**config.mk**
```make
export PLATFORM = sky130hd
export DESIGN_NAME = bcd_calendar_clock
export DESIGN_NICKNAME = d
export VERILOG_FILES = /design/src/rtl/cal_pkg.sv /design/src/rtl/cal_tick_gate.sv /design/src/rtl/cal_time_step.sv /design/src/rtl/cal_alarm_cmp.sv /design/src/rtl/bcd_calendar_clock.sv
export SDC_FILE = /design/constraint.sdc
export NUM_CORES = 1
export LEC_CHECK = 0
export BUFFER_PORTS_ARGS = -buffer_cell sky130_fd_sc_hd__buf_4
export CORE_MARGIN = 2
export CORE_UTILIZATION = 41
export DETAILED_ROUTE_END_ITERATION = 10
export GPL_TIMING_DRIVEN = 0
export MAX_ROUTING_LAYER = met4
export PLACE_DENSITY_LB_ADDON = 0.1
export SYNTH_ARGS = -nofsm -noshare
export SYNTH_HDL_FRONTEND = slang
export SYNTH_SLANG_ARGS = --single-unit
```
**constraint.sdc**
```tcl
create_clock -name clk -period 7.2 [get_ports clk]
set_input_delay 0.72 -clock clk [delete_from_list [all_inputs] [get_ports clk]]
set_output_delay 0.72 -clock clk [all_outputs]
set_load 0.05 [all_outputs]
```
**src/rtl/cal_pkg.sv**
```systemverilog
package cal_pkg;

  typedef struct packed {
    logic [7:0] year;
    logic [7:0] month;
    logic [7:0] date;
    logic [7:0] dow;
    logic [7:0] hour;
    logic [7:0] min;
    logic [7:0] sec;
  } cal_time_t;

  localparam logic [3:0] A_SEC   = 4'd0;
  localparam logic [3:0] A_MIN   = 4'd1;
  localparam logic [3:0] A_HOUR  = 4'd2;
  localparam logic [3:0] A_DOW   = 4'd3;
  localparam logic [3:0] A_DATE  = 4'd4;
  localparam logic [3:0] A_MONTH = 4'd5;
  localparam logic [3:0] A_YEAR  = 4'd6;
  localparam logic [3:0] A_ASEC  = 4'd8;
  localparam logic [3:0] A_AMIN  = 4'd9;
  localparam logic [3:0] A_AHOUR = 4'd10;
  localparam logic [3:0] A_CTRL  = 4'd11;

  // Two-digit BCD increment without range check
  function automatic logic [7:0] bcd_inc(input logic [7:0] v);
    if (v[3:0] == 4'd9) return {v[7:4] + 4'd1, 4'd0};
    else                return {v[7:4], v[3:0] + 4'd1};
  endfunction

  // Year divisible by four, decided digit-wise: even tens need 0/4/8, odd tens need 2/6
  function automatic logic leap_year(input logic [7:0] y);
    if (y[4]) return (y[3:0] == 4'd2) || (y[3:0] == 4'd6);
    else      return (y[3:0] == 4'd0) || (y[3:0] == 4'd4) || (y[3:0] == 4'd8);
  endfunction

  // Last date of a month, in BCD
  function automatic logic [7:0] last_date(input logic [7:0] m, input logic [7:0] y);
    case (m)
      8'h02:                      return leap_year(y) ? 8'h29 : 8'h28;
      8'h04, 8'h06, 8'h09, 8'h11: return 8'h30;
      default:                    return 8'h31;
    endcase
  endfunction

endpackage

```
**src/rtl/cal_tick_gate.sv**
```systemverilog
module cal_tick_gate
  import cal_pkg::*;
#(
  parameter int PEND_W = 4
) (
  input  logic clk,
  input  logic rst_n,
  input  logic tick_i,
  input  logic freeze_i,
  input  logic hold_i,
  output logic step_o
);
  localparam logic [PEND_W-1:0] PEND_MAX = {PEND_W{1'b1}};

  logic [PEND_W-1:0] pend_q;
  logic              have_pend;

  assign have_pend = (pend_q != '0);
  assign step_o    = !freeze_i && !hold_i && (tick_i || have_pend);

  always_ff @(posedge clk) begin
    if (!rst_n) begin
      pend_q <= '0;
    end else if (tick_i && !step_o) begin
      if (pend_q != PEND_MAX) pend_q <= pend_q + 1'b1;
    end else if (!tick_i && step_o) begin
      pend_q <= pend_q - 1'b1;
    end
  end

  // a held-back tick always leaves something to apply later
  a_r8_tick_kept: assert property (@(posedge clk) disable iff (!rst_n)
    (tick_i && freeze_i) |=> (pend_q != '0));

  // released with work pending, an advance is issued
  a_r8_drain: assert property (@(posedge clk) disable iff (!rst_n)
    (!freeze_i && !hold_i && pend_q != '0) |-> step_o);

endmodule

```
**src/rtl/cal_time_step.sv**
```systemverilog
module cal_time_step
  import cal_pkg::*;
(
  input  cal_time_t cur_i,
  input  logic      mode12_i,
  output cal_time_t nxt_o
);
  logic       c_min, c_hour, c_day, c_month, c_year;
  logic [4:0] h12;
  logic       pm;
  logic [7:0] h12_inc;

  assign h12     = cur_i.hour[4:0];
  assign pm      = cur_i.hour[5];
  assign h12_inc = bcd_inc({3'b000, h12});

  always_comb begin
    nxt_o   = cur_i;
    c_min   = 1'b0;
    c_hour  = 1'b0;
    c_day   = 1'b0;
    c_month = 1'b0;
    c_year  = 1'b0;

    if (cur_i.sec == 8'h59) begin
      nxt_o.sec = 8'h00;
      c_min     = 1'b1;
    end else begin
      nxt_o.sec = bcd_inc(cur_i.sec);
    end

    if (c_min) begin
      if (cur_i.min == 8'h59) begin
        nxt_o.min = 8'h00;
        c_hour    = 1'b1;
      end else begin
        nxt_o.min = bcd_inc(cur_i.min);
      end
    end

    if (c_hour) begin
      if (mode12_i) begin
        if (h12 == 5'h12) begin
          nxt_o.hour = {2'b00, pm, 5'h01};
        end else if (h12 == 5'h11) begin
          nxt_o.hour = {2'b00, ~pm, 5'h12};
          c_day      = pm;
        end else begin
          nxt_o.hour = {2'b00, pm, h12_inc[4:0]};
        end
      end else begin
        if (cur_i.hour == 8'h23) begin
          nxt_o.hour = 8'h00;
          c_day      = 1'b1;
        end else begin
          nxt_o.hour = bcd_inc(cur_i.hour);
        end
      end
    end

    if (c_day) begin
      nxt_o.dow = (cur_i.dow == 8'h07) ? 8'h01 : bcd_inc(cur_i.dow);
      if (cur_i.date == last_date(cur_i.month, cur_i.year)) begin
        nxt_o.date = 8'h01;
        c_month    = 1'b1;
      end else begin
        nxt_o.date = bcd_inc(cur_i.date);
      end
    end

    if (c_month) begin
      if (cur_i.month == 8'h12) begin
        nxt_o.month = 8'h01;
        c_year      = 1'b1;
      end else begin
        nxt_o.month = bcd_inc(cur_i.month);
      end
    end

    if (c_year) nxt_o.year = (cur_i.year == 8'h99) ? 8'h00 : bcd_inc(cur_i.year);
  end

endmodule

```
**src/rtl/cal_alarm_cmp.sv**
```systemverilog
module cal_alarm_cmp (
  input  logic       clk,
  input  logic       rst_n,
  input  logic       step_i,
  input  logic [7:0] nxt_sec_i,
  input  logic [7:0] nxt_min_i,
  input  logic [7:0] nxt_hour_i,
  input  logic [7:0] al_sec_i,
  input  logic [7:0] al_min_i,
  input  logic [7:0] al_hour_i,
  output logic       alarm_o
);
  logic hit;

  assign hit = (nxt_sec_i == al_sec_i) && (nxt_min_i == al_min_i) && (nxt_hour_i == al_hour_i);

  always_ff @(posedge clk) begin
    if (!rst_n) alarm_o <= 1'b0;
    else        alarm_o <= step_i && hit;
  end

  // never two pulses back to back (seconds always move on an advance)
  a_r10_single_pulse: assert property (@(posedge clk) disable iff (!rst_n)
    alarm_o |=> !alarm_o);

endmodule

```
**src/rtl/bcd_calendar_clock.sv**
```systemverilog
module bcd_calendar_clock
  import cal_pkg::*;
#(
  parameter int ADDR_W = 4,
  parameter int PEND_W = 4
) (
  input  logic              clk,
  input  logic              rst_n,
  input  logic              tick_i,
  input  logic              freeze_i,
  input  logic              wr_en_i,
  input  logic [ADDR_W-1:0] addr_i,
  input  logic [7:0]        wdata_i,
  output logic [7:0]        rdata_o,
  output logic              alarm_o
);
  cal_time_t  cur_q, nxt;
  logic [7:0] al_sec_q, al_min_q, al_hour_q;
  logic       mode12_q;
  logic       step;

  cal_tick_gate #(.PEND_W(PEND_W)) u_gate (
    .clk      (clk),
    .rst_n    (rst_n),
    .tick_i   (tick_i),
    .freeze_i (freeze_i),
    .hold_i   (wr_en_i),
    .step_o   (step)
  );

  cal_time_step u_step (
    .cur_i    (cur_q),
    .mode12_i (mode12_q),
    .nxt_o    (nxt)
  );

  cal_alarm_cmp u_alarm (
    .clk        (clk),
    .rst_n      (rst_n),
    .step_i     (step),
    .nxt_sec_i  (nxt.sec),
    .nxt_min_i  (nxt.min),
    .nxt_hour_i (nxt.hour),
    .al_sec_i   (al_sec_q),
    .al_min_i   (al_min_q),
    .al_hour_i  (al_hour_q),
    .alarm_o    (alarm_o)
  );

  always_ff @(posedge clk) begin
    if (!rst_n) begin
      cur_q     <= '{year: 8'h00, month: 8'h01, date: 8'h01, dow: 8'h01,
                     hour: 8'h00, min: 8'h00, sec: 8'h00};
      al_sec_q  <= 8'h00;
      al_min_q  <= 8'h00;
      al_hour_q <= 8'h00;
      mode12_q  <= 1'b0;
    end else if (wr_en_i) begin
      case (addr_i)
        ADDR_W'(A_SEC):   cur_q.sec   <= wdata_i;
        ADDR_W'(A_MIN):   cur_q.min   <= wdata_i;
        ADDR_W'(A_HOUR):  cur_q.hour  <= wdata_i;
        ADDR_W'(A_DOW):   cur_q.dow   <= wdata_i;
        ADDR_W'(A_DATE):  cur_q.date  <= wdata_i;
        ADDR_W'(A_MONTH): cur_q.month <= wdata_i;
        ADDR_W'(A_YEAR):  cur_q.year  <= wdata_i;
        ADDR_W'(A_ASEC):  al_sec_q    <= wdata_i;
        ADDR_W'(A_AMIN):  al_min_q    <= wdata_i;
        ADDR_W'(A_AHOUR): al_hour_q   <= wdata_i;
        ADDR_W'(A_CTRL):  mode12_q    <= wdata_i[0];
        default: ;
      endcase
    end else if (step) begin
      cur_q <= nxt;
    end
  end

  always_comb begin
    case (addr_i)
      ADDR_W'(A_SEC):   rdata_o = cur_q.sec;
      ADDR_W'(A_MIN):   rdata_o = cur_q.min;
      ADDR_W'(A_HOUR):  rdata_o = cur_q.hour;
      ADDR_W'(A_DOW):   rdata_o = cur_q.dow;
      ADDR_W'(A_DATE):  rdata_o = cur_q.date;
      ADDR_W'(A_MONTH): rdata_o = cur_q.month;
      ADDR_W'(A_YEAR):  rdata_o = cur_q.year;
      ADDR_W'(A_ASEC):  rdata_o = al_sec_q;
      ADDR_W'(A_AMIN):  rdata_o = al_min_q;
      ADDR_W'(A_AHOUR): rdata_o = al_hour_q;
      ADDR_W'(A_CTRL):  rdata_o = {7'b0, mode12_q};
      default:          rdata_o = 8'h00;
    endcase
  end

  // frozen and not written, nothing moves
  a_r8_frozen_stable: assert property (@(posedge clk) disable iff (!rst_n)
    (freeze_i && !wr_en_i) |=> $stable(cur_q));

  // an unobstructed tick always moves the seconds
  a_r2_tick_moves: assert property (@(posedge clk) disable iff (!rst_n)
    (tick_i && !freeze_i && !wr_en_i) |=> !$stable(cur_q.sec));

  // seconds wrap from 59 to 00
  a_r2_sec_wrap: assert property (@(posedge clk) disable iff (!rst_n)
    (step && !wr_en_i && cur_q.sec == 8'h59) |=> (cur_q.sec == 8'h00));

  // 23:59:59 wraps hours to 00 in 24-hour mode
  a_r3_hour_wrap: assert property (@(posedge clk) disable iff (!rst_n)
    (step && !mode12_q && cur_q.hour == 8'h23 && cur_q.min == 8'h59 && cur_q.sec == 8'h59)
    |=> (cur_q.hour == 8'h00));

  // a written seconds value is what the register holds next
  a_r9_write_lands: assert property (@(posedge clk) disable iff (!rst_n)
    (wr_en_i && addr_i == ADDR_W'(A_SEC)) |=> (cur_q.sec == $past(wdata_i)));

  // a pulse only while time equals the alarm
  a_r10_match: assert property (@(posedge clk) disable iff (!rst_n)
    alarm_o |-> (cur_q.sec == al_sec_q && cur_q.min == al_min_q && cur_q.hour == al_hour_q));

endmodule

```
* After elaboration in Yosys (flattened, before gate mapping) *
Cells that the tools add are included.

word-level totals
  flip-flop bits (word level) = 86
  input port bits = 17

cells by class
  add/subtract/negate cells = 17
  equal/unequal tests = 47
  muxes and demuxes = 54
  bitwise logic cells = 1
  reductions and logical operators = 44

operator list
  kind                   count
  $mux W8                28
  $mux W56               2
  $pmux W8 S11           1
  $add A4 B1 Y4 const B  15
  $eq A4 B4 Y1 const B   12
  $eq A8 B8 Y1           4
  $eq A8 B3 Y1 const B   3
  $eq A4 B3 Y1 const B   5
  $eq A8 B5 Y1 const B   2
  $eq A8 B7 Y1 const B   2
  $mux W1                16
  $mux W16               1
  $pmux W8 S2            1
  $reduce_and A2 Y1      8
  $reduce_and A4 Y1      4
  $ne A2 B1 Y1 const B   7
  $eq A4 B2 Y1 const B   3
  $mux W4                3
  $reduce_and A3 Y1      4
  $reduce_bool A3 Y1     4
  $eq A5 B5 Y1 const B   2
  $reduce_bool A2 Y1     5
  $eq A8 B2 Y1 const B   1
  $eq A8 B4 Y1 const B   1
  other kinds (16)       29

* Depth between registers and ports, before layout *
Gate-level depths: netlist of run 1.

  depth after elaboration = 16
  mapped depth = 12
  gate-level depth less buffers = 9

* Modules after synthesis *
A second synthesis of run 1 with hierarchy kept.

second synthesis, totals
  cell total of the unflattened synthesis = 854
  area total of the unflattened synthesis = 6672.6 um2

modules (own cells, without submodules)
  module              instances  cells each  area each (um2)  seq. area each (um2)
  bcd_calendar_clock  1          490         4200.3           1621.6
  cal_time_step       1          301         1878.1           0.0
  cal_tick_gate       1          29          304.0            80.1
  cal_alarm_cmp       1          34          290.3            20.0

* Worst setup path after synthesis of run 1 *
OpenSTA, ideal clock, no wires.

  kind = input to output
  start = input port addr_i[1]
  end = output port rdata_o[1]
  arrival = 2847 ps
  path slack = 3633 ps
  cell stages on the path = 6
  path through = clkbuf_1 clkbuf_1 nor2b_1 nor2b_1 a21oi_1 o21ai_0

on the way
  cells in the longest elaborated chain, start to end = 2

RTL lines
  what                                  line                      source
  start: declaration                    bcd_calendar_clock.sv:12  input logic [ADDR_W-1:0] addr_i,
  $eq A4 B4 Y1 (tied with other cells)  bcd_calendar_clock.sv:79  case (addr_i)
  $pmux W8 S11 *                        bcd_calendar_clock.sv:79
  end: declaration                      bcd_calendar_clock.sv:14  output logic [7:0] rdata_o,

Every way passes the cells marked *; elsewhere a longest branch is shown, timed or not.

* Final worst setup path of run 1 *
  start = input port addr_i[0]
  end = output port rdata_o[5]

The elaborated chain is that of the path after synthesis.

==> results of run 1 <==
[flip-flops by register name (all words and copies together) (netlist names)]
register         cells
al_hour_q            8
al_min_q             8
al_sec_q             8
cur_q               56
mode12_q             1
u_alarm.alarm_o      1
u_gate.pend_q        4
[cells in the mapped netlist, drive strengths merged (7+ instances only)]
cell | instances | area share (%)
nor3b | 10 | 1.2
o31ai | 8 | 0.98
a22oi | 18 | 2.0
dfxtp | 86 | 26
mux2 | 10 | 1.7
nor4 | 11 | 1.1
nor2 | 96 | 5.4
a31oi | 9 | 0.85
nand3 | 33 | 2.5
o21ai | 74 | 5.6
mux2i | 37 | 5.6
nand2b | 14 | 1.3
nor2b | 21 | 2.0
and3b | 7 | 0.92
nor3 | 15 | 1.1
o211ai | 12 | 1.4
buf | 16 | 1.2
xnor2 | 14 | 1.8
xor2 | 16 | 2.1
inv | 31 | 1.7
ha | 24 | 4.5
nand2 | 70 | 3.9
a21oi | 65 | 4.9
clkbuf | 40 | 2.3
[critical path: stages]
cell and delay, ps:
buf_4 100, buf_1 450, buf_1 540, clkbuf_1 450, nor3_1 120, a221oi_1 330
o21ai_0 260, buf_4 260
[kinds of logic after synthesis]
group	share of synthesized area, %
simple gates	25.6
xor+xnor	3.95
compound gates	26.7
buf+inv	5.21
mux	7.93
fa+ha+maj	4.81
flops	25.9
[path summary, 6_finish.rpt]
check | slack, ps | startpoint | end
worst max-delay path | 3230 | addr_i[0] | rdata_o[5]
worst min-delay path | 500 | u_gate.pend_q[3] | u_gate.pend_q[3]
worst max register to register | 4040 | cur_q[0] | u_alarm.alarm_o
worst min register to register | 500 | u_gate.pend_q[3] | u_gate.pend_q[3]
[cell type report]
cell class / instances / area [µm²]
Clock buffer: 13 / 270
Fill cell: 1682 / 8490
Tap cell: 216 / 270
Buffer: 56 / 230
Timing Repair Buffer: 24 / 180
Clock inverter: 3 / 17.5
Inverter: 31 / 116
Sequential cell: 86 / 1720
Multi-Input combinational cell: 701 / 4590
[through the flow]
stage | power, W | instances | utilization, %
detailed placement | 0.000772 | 1114 | 44.7
global route | 0.00128 | 1130 | 46.6
finish | 0.00124 | 1130 | 46.6
global placement | 0.000772 | 1114 | 44.7
floorplan | 0.000683 | 874 | -
CTS | 0.00124 | 1130 | 46.6
[layer usage]
metal  up-vias  wire [µm]  GRT usage (%)
met5         -          0              -
li1       3287          -              -
met1      3411      11800           42.7
met4         0       1220           13.3
met2       361      10900           43.9
met3        76       2240           5.29
[power by group through the flow]
stage,clock network [W],registers (W),logic [W]
2_1_floorplan,0,0.000521,0.000161
3_3_place_gp,0,0.000532,0.000240
3_5_place_dp,0,0.000532,0.000240
4_1_cts,0.000478,0.000522,0.000241
5_1_grt,0.000493,0.000525,0.000267
6_report,0.000470,0.000523,0.000247
==> run_results.csv, run 1 <==
group,metric,value,unit
clocking,cts_resized,0,
global_routing,grt_pass1_wl,39400,µm
timing,worst_pin_slew,1080,ps
power_and_ir_drop,power_frac_seq,42.2,%
yosys,syn-num-nets,916,
yosys,synthesis.area,6660,µm²
final_layout,num_antenna_cells,0,
clocking,clkTransAtPathRegs,60,ps
route,drtIter0Drc,693,
final_layout,final_nets,951,
setup_path,required,6480,ps
timing,fin_crit_sh,55.2,%
die,die_h,131,µm
yosys,synth_edf_count,0,
final_layout,final_common_cell,"nor2_1",
route,ant_nets,0,
power_and_ir_drop,internal_power,0.000839,W
final_layout,drive_above_1_share,8.64,%
place,dpl_worst_slack,3410,ps
place,post_dp_cell_area,7110,µm²
yosys,synth_cells,874,
yosys,synth.avg_cell_area,7.62,µm²
clocking,cts_tree,"done",
place,io_buffers,24,
timing,fin_crit,3970,ps
route,wl,26200,µm
global_routing,track_usage,30.8,%
setup_path,worst-r2r-cell-count,10,
min_path,min_path_cells,2,
timing,setup_viol,0,
die,start_util,41.9,%
clocking,h-tree-depth,3,
route,drc,0,
clocking,clock_path_buffers,2,
route,wire_per_inst,23.2,µm
die,io_pins,26,
yosys,synthFlopType,"dfxtp_1",
power_and_ir_drop,p_sw,0.000400,W
min_path,hold_class,"reg -> reg",
route,num_vias,7135,
clocking,hold_buffers,0,
yosys,postSynth.asyncResetShare,0,%
die,placement_rows,46,
setup_path,endpoint_kind,"primary output",
yosys,ys_seq_area_share,25.9,%
timing,clock_skew,9.49,ps
die,core_region_area,15900,µm²
final_layout,final_cell_mix,"96 x nor2_1, 86 x dfxtp_1, 70 x nand2_1",
yosys,yosys_warnings,0,
clocking,cts_root_buffer,"clkbuf_16",
timing,max_clock_freq,0.252,GHz
setup_path,crit_arrival,3250,ps
timing,setup_ws,3230,ps
setup_path,path_class,"in -> out",
clocking,cts_buffers,9,
timing,timing.slew.headroom,27.7,%
timing,rsz0062_at_grt,"false",
outcome,status,"completed",
power_and_ir_drop,clkPwrFrac,37.9,%
place,place_congestion,0.987,
timing,hold-worst-slack,502,ps
route,viasPerCell,6.31,
die,die_x,131,µm
power_and_ir_drop,vdd_ir_drop_max,112,µV
die,dieArea,17300,µm²
global_routing,grt_max_degree,14,
power_and_ir_drop,swShare,32.3,%
place,place_hpwl,19400,µm
global_routing,grt-ovfl-total,0,
yosys,synth.distinct_cells,80,
timing,drv_slew,0,
job,max_cap_viol_count,0,
final_layout,syn2layout_area_growth,11.1,%
setup_path,critPathMaxFanout,10,
final_layout,fin_area,7390,µm²
yosys,synth-seq-cells,86,
clocking,insertion_delay,360,ps
global_routing,grt_pass1_vias,6287,
route,firstDrtPassIters,5,
clocking,clock-sinks,86,
setup_path,cp-start-kind,"input pin",
power_and_ir_drop,combPwrFrac,19.9,%
timing,tns,0,ps
timing,hold_violations,0,
clocking,cts_setup_buffers,0,
power_and_ir_drop,pwr_density_cell,168,nW/µm²
power_and_ir_drop,power_leakage,2.70,nW
global_routing,antenna_found_initial,0,
Note: power is estimated with default switching activity, not from simulation.
==> inputs of run 2 (changes only) <==
- clock period: 7.2 -> 3.2 ns (I/O delays scaled with it)
==> run 2 against run 1 <==
  * Sequential power grew 130%
  * Cell count did not move
  * Register-to-register slack got worse by 3900 ps
  * Die area unchanged
  * Non-clock buffer count did not move
  * Utilization is 0.071 points higher
  * Flip-flop and latch count did not move
  * Sequential share of layout area hardly changed
==> run_results.csv, run 2 (synthesized netlist as in run 1, its figures left out) <==
group,metric,value,unit
clocking,h-tree-depth,3,
timing,drv_slew,0,
setup_path,r2r-end,"cur_q[0]",
power_and_ir_drop,p_total,0.00278,W
die,dieArea,17300,µm²
route,wl,26200,µm
timing,hold-worst-slack,268,ps
outcome,status,"completed",
final_layout,drive_above_1_share,9.08,%
clocking,cts_resized,0,
route,firstDrtPassIters,5,
die,start_util,41.9,%
clocking,cts_setup_buffers,0,
route,ant_nets,0,
final_layout,final_cell_mix,"96 x nor2_1, 85 x dfxtp_1, 70 x nand2_1",
setup_path,critPathMaxFanout,10,
global_routing,grt-ovfl-total,0,
route,wire_per_inst,23.2,µm
setup_path,crit_buf_inv,5,
global_routing,grt_max_degree,14,
timing,max_clock_freq,0.317,GHz
setup_path,worst-r2r-cell-count,7,
global_routing,track_usage,30.8,%
clocking,insertion_delay,360,ps
clocking,cts_buffers,9,
setup_path,path_delay_family,"buffers and inverters",
global_routing,antenna_found_initial,0,
timing,timing.slew.headroom,26.1,%
route,drc,0,
route,drtIter0Drc,616,
place,io_buffers,24,
power_and_ir_drop,pwr_density_cell,376,nW/µm²
final_layout,syn2layout_area_growth,11.3,%
route,num_vias,7107,
global_routing,grt_pass1_vias,6287,
power_and_ir_drop,vdd_ir_drop_max,253,µV
setup_path,rrSetupSlack,130,ps
clocking,clkTransAtPathRegs,60,ps
clocking,clock-sinks,86,
job,max_cap_viol_count,0,
final_layout,final_nets,951,
setup_path,crit_chain,"buf_4 -> buf_1 -> buf_1 -> clkbuf_1 -> nor3_1 -> a221oi_1 -> o21ai_0 -> buf_4",
min_path,min_to,"al_hour_q[1]",
die,core_region_area,15900,µm²
setup_path,crit_arrival,2830,ps
setup_path,max_stage_delay,550,ps
die,die_h,131,µm
die,placement_rows,46,
power_and_ir_drop,power_leakage,2.71,nW
setup_path,endpoint_kind,"primary output",
route,viasPerCell,6.29,
timing,setup_viol,0,
final_layout,largest_reg_flops,56,
place,place_hpwl,19400,µm
clocking,cts_tree,"done",
timing,worst_pin_slew,1100,ps
setup_path,path_class,"in -> out",
timing,fin_crit,3150,ps
min_path,hold_class,"in -> reg",
die,die_x,131,µm
setup_path,cp-start-kind,"input pin",
timing,hold_violations,0,
setup_path,cpMaxStageDelayCell,"buf_1",
setup_path,required,2880,ps
setup_path,timing.rr.start,"u_gate.pend_q[0]",
die,io_pins,26,
global_routing,grt_pass1_wl,39400,µm
clocking,clock_path_buffers,2,
timing,clock_skew,8.47,ps
place,place_congestion,0.987,
clocking,hold_buffers,0,
timing,rsz0062_at_grt,"true",
final_layout,largest_register,"cur_q",
min_path,min_path_cells,3,
final_layout,num_antenna_cells,0,
min_path,hp-start,"wdata_i[1]",
timing,fin_crit_sh,98.4,%
clocking,cts_root_buffer,"clkbuf_16",
final_layout,final_common_cell,"nor2_1",
final_layout,final_util,46.6,%
timing,tns,0,ps
run 2: cell counts in the layout (fill, tap and decap cells not counted):
Identical to the previous run, type by type.
run 2: worst register-to-register path: cells and delay by family, from the launching register on:
kind	cells	cell delay [ps]
compound gates	3	1230
simple gates	3	1070
flops	1	370
buf+inv	1	340
run 2: metal layers:
layer | track usage [%] | wire length, µm | up-vias
met1 | 42.7 | 11700 | 3374
met2 | 43.9 | 11000 | 372
met4 | 13.3 | 1130 | 0
met5 | - | 0 | -
met3 | 5.29 | 2320 | 71
li1 | - | - | 3290
run 2: stage by stage:
step | instance area, µm² | std cells | setup slack [ps]
after detailed placement | 7110 | 1114 | 126
after CTS | 7390 | 1130 | 111
after global routing | 7410 | 1130 | -12.8
final | 7410 | 1130 | 49.9
after floorplan | 6660 | 874 | 433
after global placement | 7110 | 1114 | 71.2
run 2: cell type report:
| cell class | count | area, µm² |
|---|---|---|
| clock buffers | 13 | 270 |
| clock inverters | 3 | 17.5 |
| multi-input cells | 701 | 4600 |
| plain buffers | 56 | 231 |
| repair buffers | 24 | 180 |
| well taps | 216 | 270 |
| fillers | 1681 | 8480 |
| inverters | 31 | 116 |
| flip-flops and latches | 86 | 1720 |
run 2: worst max path at each step:
stage / slack, ps / depth (start not counted) / to / startpoint
floorplan: 430 / 6 / rdata_o[1] / addr_i[1]
finish: 50 / 8 / rdata_o[5] / addr_i[0]
detailed placement: 130 / 10 / u_alarm.alarm_o / cur_q[0]
global placement: 70 / 10 / u_alarm.alarm_o / cur_q[0]
CTS: 110 / 10 / u_alarm.alarm_o / cur_q[0]
global route: -10 / 9 / u_alarm.alarm_o / cur_q[20]
run 2: power breakdown:
group	leakage, nW	internal (W)	total, W	switching [W]
clock	0.142	0.000588	0.00105	0.000466
sequential	0.698	0.00111	0.00118	0.0000640
combinational	1.87	0.000188	0.000555	0.000367
total	2.71	0.00189	0.00278	0.000897
==> inputs of run 3 (changes only) <==
- clock period: 3.2 -> 2.6 ns (I/O delays scaled with it)
==> run 3 against run 2 <==
  * The run now ends with negative setup slack left
  * Cell count up 1.7%
  * Combinational power up 32%
  * Via count up 1.5%
  * Critical path type is now reg -> reg
  * Largest cell class unchanged
==> run_results.csv, run 3 (synthesized netlist as in run 1, its figures left out) <==
group,metric,value,unit
outcome,status,"finished, violations left",
outcome,violations,"negative setup slack",
timing,max_clock_freq,0.375,GHz
power_and_ir_drop,pwr_density_cell,457,nW/µm²
die,start_util,41.9,%
clocking,cts_buffers,9,
final_layout,fin_area,7870,µm²
timing,timing.slew.headroom,28.3,%
power_and_ir_drop,power_leakage,2.96,nW
die,dieArea,17300,µm²
final_layout,fillCellCount,1629,
die,die_x,131,µm
route,drtIter0Drc,839,
global_routing,grt_pass1_wl,40700,µm
timing,setup_viol,1,
global_routing,antenna_found_initial,0,
min_path,hold_class,"in -> reg",
die,die_h,131,µm
route,num_vias,7211,
setup_path,crit_top_cell,"buf_4",
place,post_dp_cell_area,7110,µm²
timing,rsz0062_at_grt,"true",
timing,drv_slew,0,
global_routing,grt-ovfl-total,0,
clocking,clock_path_buffers,2,
timing,setup_ws,-67.5,ps
clocking,clkTransAtPathRegs,70,ps
place,place_congestion,1.02,
die,io_pins,26,
power_and_ir_drop,vdd_ir_drop_max,351,µV
timing,fin_crit,2670,ps
route,firstDrtPassIters,5,
clocking,cts_tree,"done",
setup_path,crit_arrival,2920,ps
die,placement_rows,46,
route,ant_nets,0,
timing,hold_violations,0,
setup_path,critPathMaxFanout,6,
timing,worst_pin_slew,1070,ps
place,io_buffers,24,
job,max_cap_viol_count,0,
clocking,cts_root_buffer,"clkbuf_16",
route,drc,0,
place,dpl_worst_slack,-572,ps
place,place_hpwl,19200,µm
final_layout,finalNonFillerCells,1149,
timing,clock_skew,11.2,ps
global_routing,grt_max_degree,14,
die,core_region_area,15900,µm²
clocking,insertion_delay,360,ps
final_layout,final_nets,971,
route,viasPerCell,6.28,
clocking,hold_buffers,0,
final_layout,final_util,49.6,%
final_layout,syn2layout_area_growth,18.3,%
final_layout,final_cell_mix,"95 x nor2_1, 75 x dfxtp_1, 68 x nand2_1",
setup_path,path_delay_family,"simple AND/OR/NAND/NOR gates",
setup_path,path_class,"reg -> reg",
setup_path,endpoint_kind,"flip-flop",
timing,hold-worst-slack,213,ps
final_layout,largest_reg_flops,56,
setup_path,crit_buf_inv,4,
final_layout,largest_register,"cur_q",
clocking,h-tree-depth,3,
final_layout,final_common_cell,"nor2_1",
clocking,clock-sinks,86,
final_layout,drive_above_1_share,17.5,%
route,wire_per_inst,23.3,µm
setup_path,crit_chain,"inv_2 -> ha_4 -> and3b_2 -> buf_6 -> nand4_1 -> buf_4 -> buf_4 -> o21bai_1 -> a211oi_1 -> a2111oi_2 -> nand4bb_1 -> nor4bb_2",
setup_path,max_stage_delay,360,ps
final_layout,num_antenna_cells,0,
setup_path,required,2850,ps
place,dp.cells,1114,
setup_path,cp-start-kind,"flip-flop",
setup_path,cpMaxStageDelayCell,"dfxtp_4",
global_routing,grt_pass1_vias,6551,
global_routing,track_usage,31.6,%
timing,fin_crit_sh,103,%
route,wl,26700,µm
[run 3: cell count changes in the layout (fill, tap and decap cells not counted), moves of 4 or more]
| cell | change |
|---|---|
| clkbuf_1 | -16 |
| and3b_2 | +4 |
| o21ai_0 | -5 |
| and3b_1 | -4 |
| clkbuf_2 | +9 |
| o21ai_1 | +4 |
| dfxtp_2 | +4 |
| buf_6 | +4 |
| buf_4 | +27 |
| dfxtp_1 | -10 |
| dfxtp_4 | +6 |
[run 3: path summary, 6_finish.rpt]
kind / from / end / slack, ps / cells after the start
worst min register to register: u_gate.pend_q[3] / u_gate.pend_q[3] / 520 / 2
worst max register to register: cur_q[1] / u_alarm.alarm_o / -70 / 12
worst max-delay path: cur_q[1] / u_alarm.alarm_o / -70 / 12
worst min-delay path: wdata_i[7] / al_sec_q[7] / 210 / 3
[run 3: report_power, final]
group | internal (W) | switching (W)
clock | 0.000833 | 0.000584
sequential | 0.00137 | 0.0000807
combinational | 0.000260 | 0.000473
total | 0.00246 | 0.00114
[run 3: stage by stage]
stage / total power [W] / setup TNS [ps]
CTS: 0.00356 / 0
global route: 0.00373 / -164
detailed placement: 0.00214 / -16770
floorplan: 0.00189 / 0
global placement: 0.00214 / -19030
finish: 0.00360 / -67.5
[run 3: layout make-up]
type                            count  area (µm²)  share of cell area (%)
Multi-Input combinational cell    701        4790                    60.9
Sequential cell                    86        1750                    22.2
Timing Repair Buffer               49         365                    4.64
Buffer                             51         272                    3.45
Tap cell                          216         270                    3.43
Clock buffer                       10         229                    2.91
Inverter                           31         119                    1.51
Clock inverter                      5        75.1                   0.954
[run 3: repair_timing]
item,CTS,global route
setup endpoints to repair,62,35
gates cloned,1,0
gates resized for setup,62,44
pin swaps,8,9
setup buffers,14,10
[run 3: routing by layer]
metal,wire [µm],share of wire (%),vias to the layer above,GRT usage (%)
met2,11700,44,321,45.7
met3,2190,8.2,72,6.37
li1,-,-,3325,-
met5,0,0,-,-
met4,1250,4.7,0,13.5
met1,11600,43,3493,42.8
[run 3: worst register-to-register path: stages, from the launching register on]
cell and delay [ps]:
dfxtp_4 360, inv_2 100, ha_4 170, and3b_2 250
buf_6 140, nand4_1 190, buf_4 200, buf_4 120
o21bai_1 140, a211oi_1 100, a2111oi_2 270, nand4bb_1 160
nor4bb_2 350
